### src/rtl/rxring_pkg.sv
package rxring_pkg;
  parameter int PAGE_W    = 8;
  parameter int OFF_W     = 8;
  parameter int CNT_W     = 16;
  parameter int HDR_BYTES = 4;
  parameter int MISS_BIT  = 4;
  localparam int ADDR_W   = PAGE_W + OFF_W;

  typedef logic [PAGE_W-1:0] page_t;

  // strobes from control to datapath
  typedef struct packed {
    logic       idle;
    logic       startFrm;
    logic       wrByte;
    logic       endGood;
    logic       hdrWr;
    logic [1:0] hdrSel;
    logic       commit;
    logic       dropEnd;
  } ringStrb_t;

  function automatic page_t stepPage(page_t p, page_t first, page_t stop);
    page_t n;
    n = p + 1'b1;
    return (n == stop) ? first : n;
  endfunction
endpackage

### src/rtl/rxring_ctl.sv
module rxring_ctl
  import rxring_pkg::*;
(
  input  logic      clk,
  input  logic      rstN,
  input  logic      frmStart,
  input  logic      frmValid,
  input  logic      frmEnd,
  input  logic      monitorMode,
  input  logic      startBlocked,
  input  logic      byteBlocked,
  output ringStrb_t strb,
  output logic      ovwPulse,
  output logic      storedPulse,
  output logic      droppedPulse
);
  typedef enum logic [1:0] {S_IDLE, S_RECV, S_DROP, S_HDR} state_t;

  state_t     state, stateNxt;
  logic [1:0] hdrCnt;
  logic       ovwNow;

  always_comb begin
    strb     = '0;
    stateNxt = state;
    ovwNow   = 1'b0;
    unique case (state)
      S_IDLE: begin
        strb.idle = 1'b1;
        if (frmStart) begin
          strb.startFrm = 1'b1;
          if (monitorMode) begin
            stateNxt = S_DROP;
          end else if (startBlocked) begin
            stateNxt = S_DROP;
            ovwNow   = 1'b1;
          end else begin
            stateNxt = S_RECV;
          end
        end
      end
      S_RECV: begin
        if (frmEnd) begin
          strb.endGood = 1'b1;
          stateNxt     = S_HDR;
        end else if (frmValid) begin
          if (byteBlocked) begin
            ovwNow   = 1'b1;
            stateNxt = S_DROP;
          end else begin
            strb.wrByte = 1'b1;
          end
        end
      end
      S_DROP: begin
        if (frmEnd) begin
          strb.dropEnd = 1'b1;
          stateNxt     = S_IDLE;
        end
      end
      S_HDR: begin
        strb.hdrWr  = 1'b1;
        strb.hdrSel = hdrCnt;
        if (hdrCnt == 2'd3) begin
          strb.commit = 1'b1;
          stateNxt    = S_IDLE;
        end
      end
      default: stateNxt = S_IDLE;
    endcase
  end

  always_ff @(posedge clk) begin
    if (!rstN) begin
      state        <= S_IDLE;
      hdrCnt       <= 2'd0;
      ovwPulse     <= 1'b0;
      storedPulse  <= 1'b0;
      droppedPulse <= 1'b0;
    end else begin
      state        <= stateNxt;
      hdrCnt       <= strb.hdrWr ? hdrCnt + 2'd1 : 2'd0;
      ovwPulse     <= ovwNow;
      storedPulse  <= strb.commit;
      droppedPulse <= strb.dropEnd;
    end
  end
endmodule

### src/rtl/rxring_dp.sv
module rxring_dp
  import rxring_pkg::*;
(
  input  logic              clk,
  input  logic              rstN,
  input  ringStrb_t         strb,
  input  page_t             cfgFirstPage,
  input  page_t             cfgEndPage,
  input  page_t             cfgHoldPage,
  input  logic              curWrEn,
  input  page_t             curWrData,
  input  logic [7:0]        frmData,
  input  logic [7:0]        frmStatus,
  output page_t             curPage,
  output logic              startBlocked,
  output logic              byteBlocked,
  output logic              memWe,
  output logic [ADDR_W-1:0] memAddr,
  output logic [7:0]        memWdata,
  output logic [7:0]        rxStat
);
  localparam logic [7:0] MISS_MASK = 8'(1) << MISS_BIT;

  page_t             startPage, wrPage, nextPg, wrStep;
  logic [OFF_W-1:0]  wrOff;
  logic [CNT_W-1:0]  lenCnt, storedCnt;
  logic [7:0]        statLatch, hdrByte;

  assign wrStep       = stepPage(wrPage, cfgFirstPage, cfgEndPage);
  assign startBlocked = (curPage == cfgHoldPage);
  // a new page is only entered when a byte needs it
  assign byteBlocked  = (wrOff == '0) && (wrStep == cfgHoldPage);
  assign storedCnt    = lenCnt + CNT_W'(HDR_BYTES);

  always_comb begin
    unique case (strb.hdrSel)
      2'd0:    hdrByte = statLatch;
      2'd1:    hdrByte = nextPg;
      2'd2:    hdrByte = storedCnt[7:0];
      default: hdrByte = storedCnt[15:8];
    endcase
  end

  always_ff @(posedge clk) begin
    if (!rstN) begin
      curPage   <= '0;
      startPage <= '0;
      wrPage    <= '0;
      wrOff     <= '0;
      lenCnt    <= '0;
      nextPg    <= '0;
      statLatch <= '0;
      rxStat    <= '0;
      memWe     <= 1'b0;
      memAddr   <= '0;
      memWdata  <= '0;
    end else begin
      memWe <= 1'b0;
      if (strb.idle && curWrEn) curPage <= curWrData;
      if (strb.startFrm) begin
        startPage <= curPage;
        wrPage    <= curPage;
        wrOff     <= OFF_W'(HDR_BYTES);
        lenCnt    <= '0;
      end
      if (strb.wrByte) begin
        memWe    <= 1'b1;
        memWdata <= frmData;
        wrOff    <= wrOff + 1'b1;
        lenCnt   <= lenCnt + 1'b1;
        if (wrOff == '0) begin
          wrPage  <= wrStep;
          memAddr <= {wrStep, wrOff};
        end else begin
          memAddr <= {wrPage, wrOff};
        end
      end
      if (strb.endGood) begin
        statLatch <= frmStatus;
        nextPg    <= wrStep;
      end
      if (strb.hdrWr) begin
        memWe    <= 1'b1;
        memAddr  <= {startPage, OFF_W'(strb.hdrSel)};
        memWdata <= hdrByte;
      end
      if (strb.commit) begin
        curPage <= nextPg;
        rxStat  <= statLatch;
      end
      if (strb.dropEnd) rxStat <= frmStatus | MISS_MASK;
    end
  end
endmodule

### src/rtl/rx_page_ring.sv
module rx_page_ring
  import rxring_pkg::*;
(
  input  logic              clk,
  input  logic              rstN,
  input  logic [PAGE_W-1:0] cfgFirstPage,
  input  logic [PAGE_W-1:0] cfgEndPage,
  input  logic [PAGE_W-1:0] cfgHoldPage,
  input  logic              monitorMode,
  input  logic              curWrEn,
  input  logic [PAGE_W-1:0] curWrData,
  output logic [PAGE_W-1:0] curPage,
  input  logic              frmStart,
  input  logic              frmValid,
  input  logic [7:0]        frmData,
  input  logic              frmEnd,
  input  logic [7:0]        frmStatus,
  output logic              memWe,
  output logic [ADDR_W-1:0] memAddr,
  output logic [7:0]        memWdata,
  output logic [7:0]        rxStat,
  output logic              storedPulse,
  output logic              droppedPulse,
  output logic              ovwPulse
);
  ringStrb_t strb;
  logic      startBlocked, byteBlocked;

  rxring_ctl u_ctl (
    .clk, .rstN, .frmStart, .frmValid, .frmEnd, .monitorMode,
    .startBlocked, .byteBlocked, .strb,
    .ovwPulse, .storedPulse, .droppedPulse
  );

  rxring_dp u_dp (
    .clk, .rstN, .strb, .cfgFirstPage, .cfgEndPage, .cfgHoldPage,
    .curWrEn, .curWrData, .frmData, .frmStatus, .curPage,
    .startBlocked, .byteBlocked, .memWe, .memAddr, .memWdata, .rxStat
  );
endmodule

### config.mk
export PLATFORM = sky130hd
export DESIGN_NAME = rx_page_ring
export DESIGN_NICKNAME = d
export VERILOG_FILES = /design/src/rtl/rxring_pkg.sv /design/src/rtl/rxring_ctl.sv /design/src/rtl/rxring_dp.sv /design/src/rtl/rx_page_ring.sv
export SDC_FILE = /design/constraint.sdc
export NUM_CORES = 1
export LEC_CHECK = 0
export BUFFER_PORTS_ARGS = -buffer_cell sky130_fd_sc_hd__buf_2
export CAP_MARGIN = 20
export CELL_PAD_IN_SITES_DETAIL_PLACEMENT = 0
export CELL_PAD_IN_SITES_GLOBAL_PLACEMENT = 1
export CORE_MARGIN = 2
export CORE_UTILIZATION = 40
export CTS_CLUSTER_SIZE = 30
export DETAILED_ROUTE_END_ITERATION = 12
export PLACE_DENSITY_LB_ADDON = 0.08
export SLEW_MARGIN = 0
export SYNTH_ARGS = -nofsm -noshare
export SYNTH_HDL_FRONTEND = slang
export SYNTH_SLANG_ARGS = --single-unit
export TNS_END_PERCENT = 10
### constraint.sdc
create_clock -name clk -period 5.3 [get_ports clk]
set_clock_uncertainty 0.1 [all_clocks]
set_input_delay 0.265 -clock clk [delete_from_list [all_inputs] [get_ports clk]]
set_output_delay 0.265 -clock clk [all_outputs]
set_load 0.01 [all_outputs]
==> results list, run 1 <==
- The flow ran to the end, and the final reports show no timing, DRC or antenna violations.
- Worst reg2reg path endpoint: u_dp.lenCnt[14]$_SDFFE_PN0P_
- Of the total power, the share spent switching nets is 33.1%.
* TritonCTS clock tree: done
- The post-route netlist has 17.1% of its cells at a drive strength greater than 1.
- In this run the biggest area consumer among cell types represents 34.5% of the synthesized area.
- Number of distinct library cells after synthesis: between 70 and 80
- The detail route stage leaves a number of antenna-violating nets equal to 0.
* Worst-case clock buffer depth: 2
- Type of the setup path with the least slack: reg2reg
- Post-synth top cells: nand2_1, dfxtp_1, nor2_1
- Summed over all cells, the static leakage comes to 2.78 nW.
- Post-Syn Area per Cell: between 7 and 8 µm²
- Num Clock Sinks: 104
* Fin nets: 890
- After synthesis, flip-flops and latches occupy 34.5% of the total area.
- The HPWL after detailed placement is 13,600 µm.
* Internal cell power: between 0.001 and 0.0015 W
* Slew at the pin closest to its max-slew limit: 0.834 ns
* Slew headroom: ~44%
* CP Capture Point: u_dp.lenCnt[14]$_SDFFE_PN0P_
* Library cell with the highest instance count after synthesis: nand2_1
- Number of remaining DRC errors: 0
- The first global-routing pass estimated 29,300 µm of wire.
- The worst register-to-register path begins at u_dp.wrPage[0]$_SDFF_PN0_.
- For this run, the number of Yosys warnings is 0.
- The final hold violation count is 0.
- In the final layout, flip-flops and latches occupy between 2000 and 2500 µm².
- Row generation in the floorplan step produced 44 rows.
* Clock-pin transition on the worst setup and hold timing paths: 0.07 ns
- Crit share post-route: 83.0%
* DR WL/cell: 18.2 µm
* Vias post-DR: 5,754
- Count of buffers from port buffering: 98
- Startpoint kind of the worst setup timing path: flip-flop
- Cell chosen for the clock root: clkbuf_16
- Post-CTS Setup Inserts: 0
* Share of flip-flops with an asynchronous set or reset after synthesis: 0%
* Portion of total power attributed to combinational logic: 23.2%
* Leading area contributor after synthesis: dfxtp_1
* Synthesized cell area: ~6000 µm²
* Worst min path class: in2reg
* Combined area of the multi-input logic cells: about 3700 µm²
- The final layout contains routed wiring with a total length of 18,500 µm.
- Max frequency: 0.227 GHz
- Final Wtd Congestion: approximately 0.96
- In this run, post-CTS hold repair placed 0 buffers.
* Count of flip-flops with a built-in enable after synthesis: 0
- Portion of total power attributed to sequential cells: a little over two fifths
- After layout, the minimum clock period comes to 4.40 ns.
* Count of inserted antenna diode cells: 0
* Largest net degree at the start of global routing: slightly below 60
- The total count of max-transition violations in the final report was 0.
* All-layer global routing usage: 22.9%
* Maximum net fanout on the critical path: 27
* Most common flop cell mapped by yosys: dfxtp_1
- Count of endpoints failing setup in the final report: 0
- In this run the number of H-tree levels came out at 3.
- Floorplan core area: roughly 15,000 µm²
* Worst vdd rail ir drop: approximately 0.24 mV
- After synthesis the netlist holds a flip-flop and latch count of 104.
- Max-cap violations in this run came to 0.
- For this configuration, the core starts out at a cell density of 41.2%.
- Vias in the first global route: 5,481
* Number of fillers in the final layout: 1,528
* Reported net switching power: 0.000694 W
* Clock group share of total power: 33.3%
- Register-to-register setup slack: 0.90 ns
- Resized cells post-CTS: 0
- STA puts the critical path data arrival time at 4.54 ns.
- Power density relative to cell area: 304 nW/µm²
- The die is 127 µm tall.
* Worst setup path startpoint: u_dp.wrPage[0]$_SDFF_PN0_
* Data required time at the worst endpoint: 5.44 ns
- Io pins: 99
- Compared with the post-synthesis result, the final layout area differs by 14.3%.
- Hold is met by 0.0500 ns.
* Die Span X: 127 µm
- At the later pin of the worst-skew pair, clock insertion delay measures approximately 0.35 ns.
* DIE AREA: 16,100 µm²
- In the final timing run, aggregate negative setup slack is 0 ns.
- Detailed-router iteration count before antenna repair: 5
- Antenna violations before repair: 0
* Reg2Reg Depth: 10
- Summed over all layers, the global routing overflow is 0.
- Post-synthesis net count: 825
- Dividing the detail-routed via count by the number of cells gives 5.65.
* Ranking of synthesized cells by area: dfxtp_1, nand2_1, nor2_1
- The worst setup path is captured at a flip-flop.
* DRC violation total after the first TritonRoute iteration: 413
- The number of clock buffers added by TritonCTS is 9.
* Setup repair after global routing missed its margin: false
* Mapped Cells: 764
- The largest registers in the layout are u_dp.lenCnt (16), u_dp.memAddr (16).
routing by layer:
metal / up-vias / routed length, µm / track usage, %
met5: - / 0 / 0
met4: 0 / 394 / 7.18
met3: 25 / 782 / 3.21
met2: 163 / 8510 / 37.2
met1: 2717 / 8830 / 31.7
li1: 2849 / - / -
cell families (layout without fill, tap and decap cells):
kind of cell             count (synthesis)  after routing  synth area share (%)
flip-flops                             104            104                  34.5
multiplexers                            28             28                  5.11
AO/OA/AOI/OAI                          188            188                  20.5
buffers and inverters                   69            139                  5.08
XOR/XNOR                                46             46                  7.85
AND/OR/NAND/NOR                        323            323                  25.7
adder cells (fa/ha/maj)                  6              6                  1.25
worst min-delay path by stage:
stage                                        start                              to  cells past startpoint
global placement    u_dp.startPage[6]$_SDFFE_PN0P_  u_dp.startPage[6]$_SDFFE_PN0P_                      2
finish                                frmStatus[4]  u_dp.statLatch[4]$_SDFFE_PN0P_                      3
CTS                                   frmStatus[4]  u_dp.statLatch[4]$_SDFFE_PN0P_                      3
floorplan                             frmStatus[0]  u_dp.statLatch[0]$_SDFFE_PN0P_                      2
detailed placement  u_dp.startPage[6]$_SDFFE_PN0P_  u_dp.startPage[6]$_SDFFE_PN0P_                      2
global route                          frmStatus[4]  u_dp.statLatch[4]$_SDFFE_PN0P_                      3
power by group through the flow:
stage               registers (W)  logic [W]  clock network, W
floorplan                0.000907   0.000343                 0
global placement         0.000926   0.000479                 0
detailed placement       0.000928   0.000483                 0
CTS                      0.000910   0.000484          0.000708
global route             0.000920   0.000536          0.000745
finish                   0.000911   0.000487          0.000699
layout by cell type, fill, tap and decap left out, drive strengths merged, types with 21 or more instances in the layout:
cell and instances:
nand2 125, dfxtp 104, buf 104, nor2 75
a21oi 55, o21ai 40, nor3 25, xor2 25
mux2i 24, inv 21
stage by stage:
step	area (µm²)	worst slack, ns	std cells	util, %	power, W
4_1_cts	6880	0.911	1017	47.0	0.00210
5_1_grt	6890	0.566	1018	47.1	0.00220
3_3_place_gp	6570	1.13	1001	44.9	0.00140
6_report	6890	0.900	1018	47.1	0.00210
2_1_floorplan	6030	2.36	764	-	0.00125
3_5_place_dp	6570	0.937	1001	44.9	0.00141
layout make-up:
type	instances	share of cell area (%)
Clock buffer	11	3.52
Clock inverter	5	0.926
Inverter	19	1.04
Multi-Input combinational cell	591	53.1
Sequential cell	104	30.2
Tap cell	184	3.34
Timing Repair Buffer	104	7.83
worst max-delay path, cell delays in order (launching register included):
cell and delay [ns]:
dfxtp_1 0.49, ha_1 0.32, and3_1 0.25, xnor3_1 0.22, and4_1 0.30, nand4_1 0.42
a221o_1 0.48, nor4b_4 0.37, a21oi_4 0.28, nand2b_1 0.61, o311ai_1 0.44
Note: power is estimated with default switching activity, not from simulation.
==> run 2, diff against run 1 <==
--- a/config.mk
+++ b/config.mk
@@ -10,7 +10,7 @@
 export CELL_PAD_IN_SITES_DETAIL_PLACEMENT = 0
 export CELL_PAD_IN_SITES_GLOBAL_PLACEMENT = 1
 export CORE_MARGIN = 2
-export CORE_UTILIZATION = 40
+export CORE_UTILIZATION = 38
 export CTS_CLUSTER_SIZE = 30
 export DETAILED_ROUTE_END_ITERATION = 12
 export PLACE_DENSITY_LB_ADDON = 0.08
==> constraint.sdc (replaced) <==
create_clock -name clk -period 3.82 [get_ports clk]
set_clock_uncertainty 0.1 [all_clocks]
set_input_delay 0.191 -clock clk [delete_from_list [all_inputs] [get_ports clk]]
set_output_delay 0.191 -clock clk [all_outputs]
set_load 0.01 [all_outputs]
==> run 2 against run 1 <==
Net effect: sequential share of layout area is 0.78 points lower; critical path depth is 1 higher; flip-flop and latch count stayed put; clock power is 41% higher; maximum frequency is 26% higher.
==> results list, run 2 (synthesis results as in run 1) <==
- Run status: completed
- The first global-routing pass estimated 29,400 µm of wire.
- The number of global-route vias before repair is about 5,500.
- Setup violations remaining at the end of the flow were counted as 0.
- Initial Util: 38.4%
- Walking the worst path, the cells encountered are ha_1 -> xnor2_2 -> xor2_2 -> nand4_4 -> nor3_1 -> o221ai_1 -> nor4b_4 -> a21oi_4 -> buf_4 -> or3_1 -> a21oi_1.
* Chip height: 130 µm
* Global routing usage on met3: 3.61%
* # Max-Cap Violations: 0
- The detailed router placed 5,829 vias in this run.
- The largest registers in the layout are u_dp.lenCnt (16), u_dp.memAddr (16).
* Detail-routed via count per cell: roughly 5.5
- Data on the critical path arrives at its endpoint at 3.66 ns.
- Global routing consumed, on the met1 layer, a little under a third of the routing resources.
- In the final routed layout, each cell accounts on average for between 15 and 20 µm.
* Fraction of final layout cells with drive strength greater than 1: 17.6%
- The final hold violation count was 0.
* Cell count after placement: 1,039
- Busiest grt layer: met2
* Family with the most delay on the worst path: simple AND/OR/NAND/NOR gates
* GRT met2 Usage: 35.5%
- Detailed Place HPWL: 13,800 µm
- Largest incremental delay on the critical path: 0.46 ns
- Setup repair after global routing left no endpoint under its margin.
- Maximum net fanout on the critical path: 23
* Power density relative to cell area: 417 nW/µm²
- Floorplan core area: about 16,000 µm²
- TritonCTS built the clock tree.
- The number of gates resized after CTS was 0.
* Max frequency: 0.287 GHz
- The startpoint identified for the worst register-to-register timing path is u_dp.wrPage[1]$_SDFF_PN0_.
- The critical path in this run is classified as reg2reg.
- Hold path cells: 3
- Cell with the biggest individual delay on the critical path: nor4b_4
* Reg2Reg Depth: 11
- The routed design could run at a clock period as short as 3.48 ns.
- Across the VDD grid, the largest voltage drop is 0.221 mV.
- The final layout contains routed wiring with a total length of 18,700 µm.
- Clock tree synthesis inserted a total of 9 buffers.
- At the pin with the least slew margin, the transition time is 1.05 ns.
- Portion of total power attributed to combinational logic: between 20% and 30%
* Post-CTS Setup Inserts: 0
* Startpoint kind of the worst setup timing path: flip-flop
- Entering global routing, the biggest net connects 58 pins.
* DIE AREA: 16,900 µm²
- For the worst-skew pair, the clock arrives at the later sink with an insertion delay of 0.36 ns.
* Slew headroom: 29.7%
* Endpoint kind of the worst setup timing path: flip-flop
* Endpoint of the worst hold path: u_dp.curPage[5]$_SDFFE_PN0P_
- At the end of routability-driven placement, the weighted congestion stood at 0.901.
- The analysis attributes to cell leakage a power of 2.85 nW.
- During placement, the flow inserted port buffers numbering 98.
* Worst hold start: curWrData[5]
* GRT Residual Overflow: 0
* Die Span X: 130 µm
- In the global route stage, overall resource usage came out at 22.5%.
- Internal cell power: just under 0.002 W
- No sink is reached through more buffers than the 2 on the longest clock path.
- Number of routed nets with antenna violations: 0
- The tree is rooted in a clkbuf_16.
- Data required time at the worst endpoint: approximately 4 ns
- Switching fraction of total power: approximately 33%
- The endpoint identified for the worst register-to-register timing path is u_dp.lenCnt[1]$_SDFFE_PN0P_.
- The finished layout holds 1,064 standard cells, fillers aside.
- For this block, the initial DRC count from the detailed router was 430.
* P&R area growth vs syn: 17.3%
- Row Count: 46
- The top cell types in the final layout, fill and taps aside, are nand2_1, dfxtp_1, buf_2, nor2_1, a21oi_1.
* Final Max Tran Viols: 0
* Number of remaining DRC errors: 0
- Sequential cells account for 42.8% of the total power.
- The worst hold path belongs to the class in2reg.
- In the final design database the tool counted 904 nets.
- Register-to-register setup slack: around 0.34 ns
- For this design the total switching power over the nets is 0.000984 W.
- The clock tree synthesis step divided the H-tree into 3 levels.
- Detailed-router iteration count before antenna repair: 5
- The library cell used most frequently in the layout, excluding fill and tap cells, is nand2_1.
* Clock group share of total power: between 30 and 40%
* Io pins: slightly below 100
* CP bufs+invs: 1
- Crit share post-route: about nine tenths
- Count of inserted antenna diode cells: 0
* Num Clock Sinks: 104
- Antenna violations before repair: 0
- Final hold analysis gives a worst-case slack of 0.0195 ns.
- After filler insertion, the fill cell instance count of the layout stands at 1,616.
* Sum of negative setup slack: 0 ns
- After clock tree synthesis, the clock-pin slew on the worst setup and hold paths is approximately 0.070 ns.
run 2: changes by cell type in the layout (fill, tap and decap cells not counted), sizes merged:
cell         before  now
clkinv            2    1
buf             104  109
dlygate4sd3       0    9
inv              21   22
clkbuf           11   10
clkinvlp          0    1
run 2: cell type report:
type	count	area (µm²)	share of cell area, %
multi-input cells	591	3660	51.8
inverters	19	71.3	1.01
flip-flops and latches	104	2080	29.4
well taps	216	270	3.82
repair buffers	118	676	9.55
clock buffers	10	239	3.38
clock inverters	6	73.8	1.04
run 2: metrics by stage:
stage,setup WS [ns],utilization (%),total power [W],cell area [µm²]
after floorplan,0.885,-,0.00173,6030
after global placement,0.468,42.5,0.00197,6670
after detailed placement,0.351,42.5,0.00198,6670
after CTS,0.332,45.0,0.00297,7070
after global routing,0.0331,45.0,0.00310,7070
final,0.340,45.0,0.00295,7070
run 2: worst max path at each step:
stage / depth (start not counted) / end / startpoint
final: 11 / u_dp.lenCnt[1]$_SDFFE_PN0P_ / u_dp.wrPage[1]$_SDFF_PN0_
after global routing: 11 / u_dp.lenCnt[1]$_SDFFE_PN0P_ / u_dp.wrPage[1]$_SDFF_PN0_
after CTS: 11 / u_dp.lenCnt[1]$_SDFFE_PN0P_ / u_dp.wrPage[1]$_SDFF_PN0_
after detailed placement: 11 / u_dp.lenCnt[8]$_SDFFE_PN0P_ / u_dp.wrPage[1]$_SDFF_PN0_
after global placement: 12 / u_dp.lenCnt[8]$_SDFFE_PN0P_ / u_dp.wrPage[1]$_SDFF_PN0_
after floorplan: 12 / u_dp.memWdata[1]$_SDFFE_PN0P_ / u_dp.wrPage[1]$_SDFF_PN0_
run 2: power by group through the flow:
stage               logic, W  clock network [W]  registers (W)
global placement    0.000691                  0        0.00128
CTS                 0.000707            0.00101        0.00126
finish              0.000703           0.000985        0.00126
floorplan           0.000476                  0        0.00126
global route        0.000775            0.00105        0.00127
detailed placement  0.000697                  0        0.00129
run 2: what timing repair did:
| action | in CTS | in global routing |
|---|---|---|
| hold buffers | 9 | 0 |
| endpoints found under the hold margin | 9 | 0 |
| endpoints found under the setup margin | 0 | 0 |
run 2: worst min-delay path, stage by stage:
cell	delay [ns]
buf_2	0.09
a32oi_1	0.05
a21oi_1	0.10
run 2: metal layers:
metal	vias to the layer above	wire (µm)
met4	0	363
met5	-	0
met3	25	954
met2	157	8550
met1	2767	8880
li1	2880	-
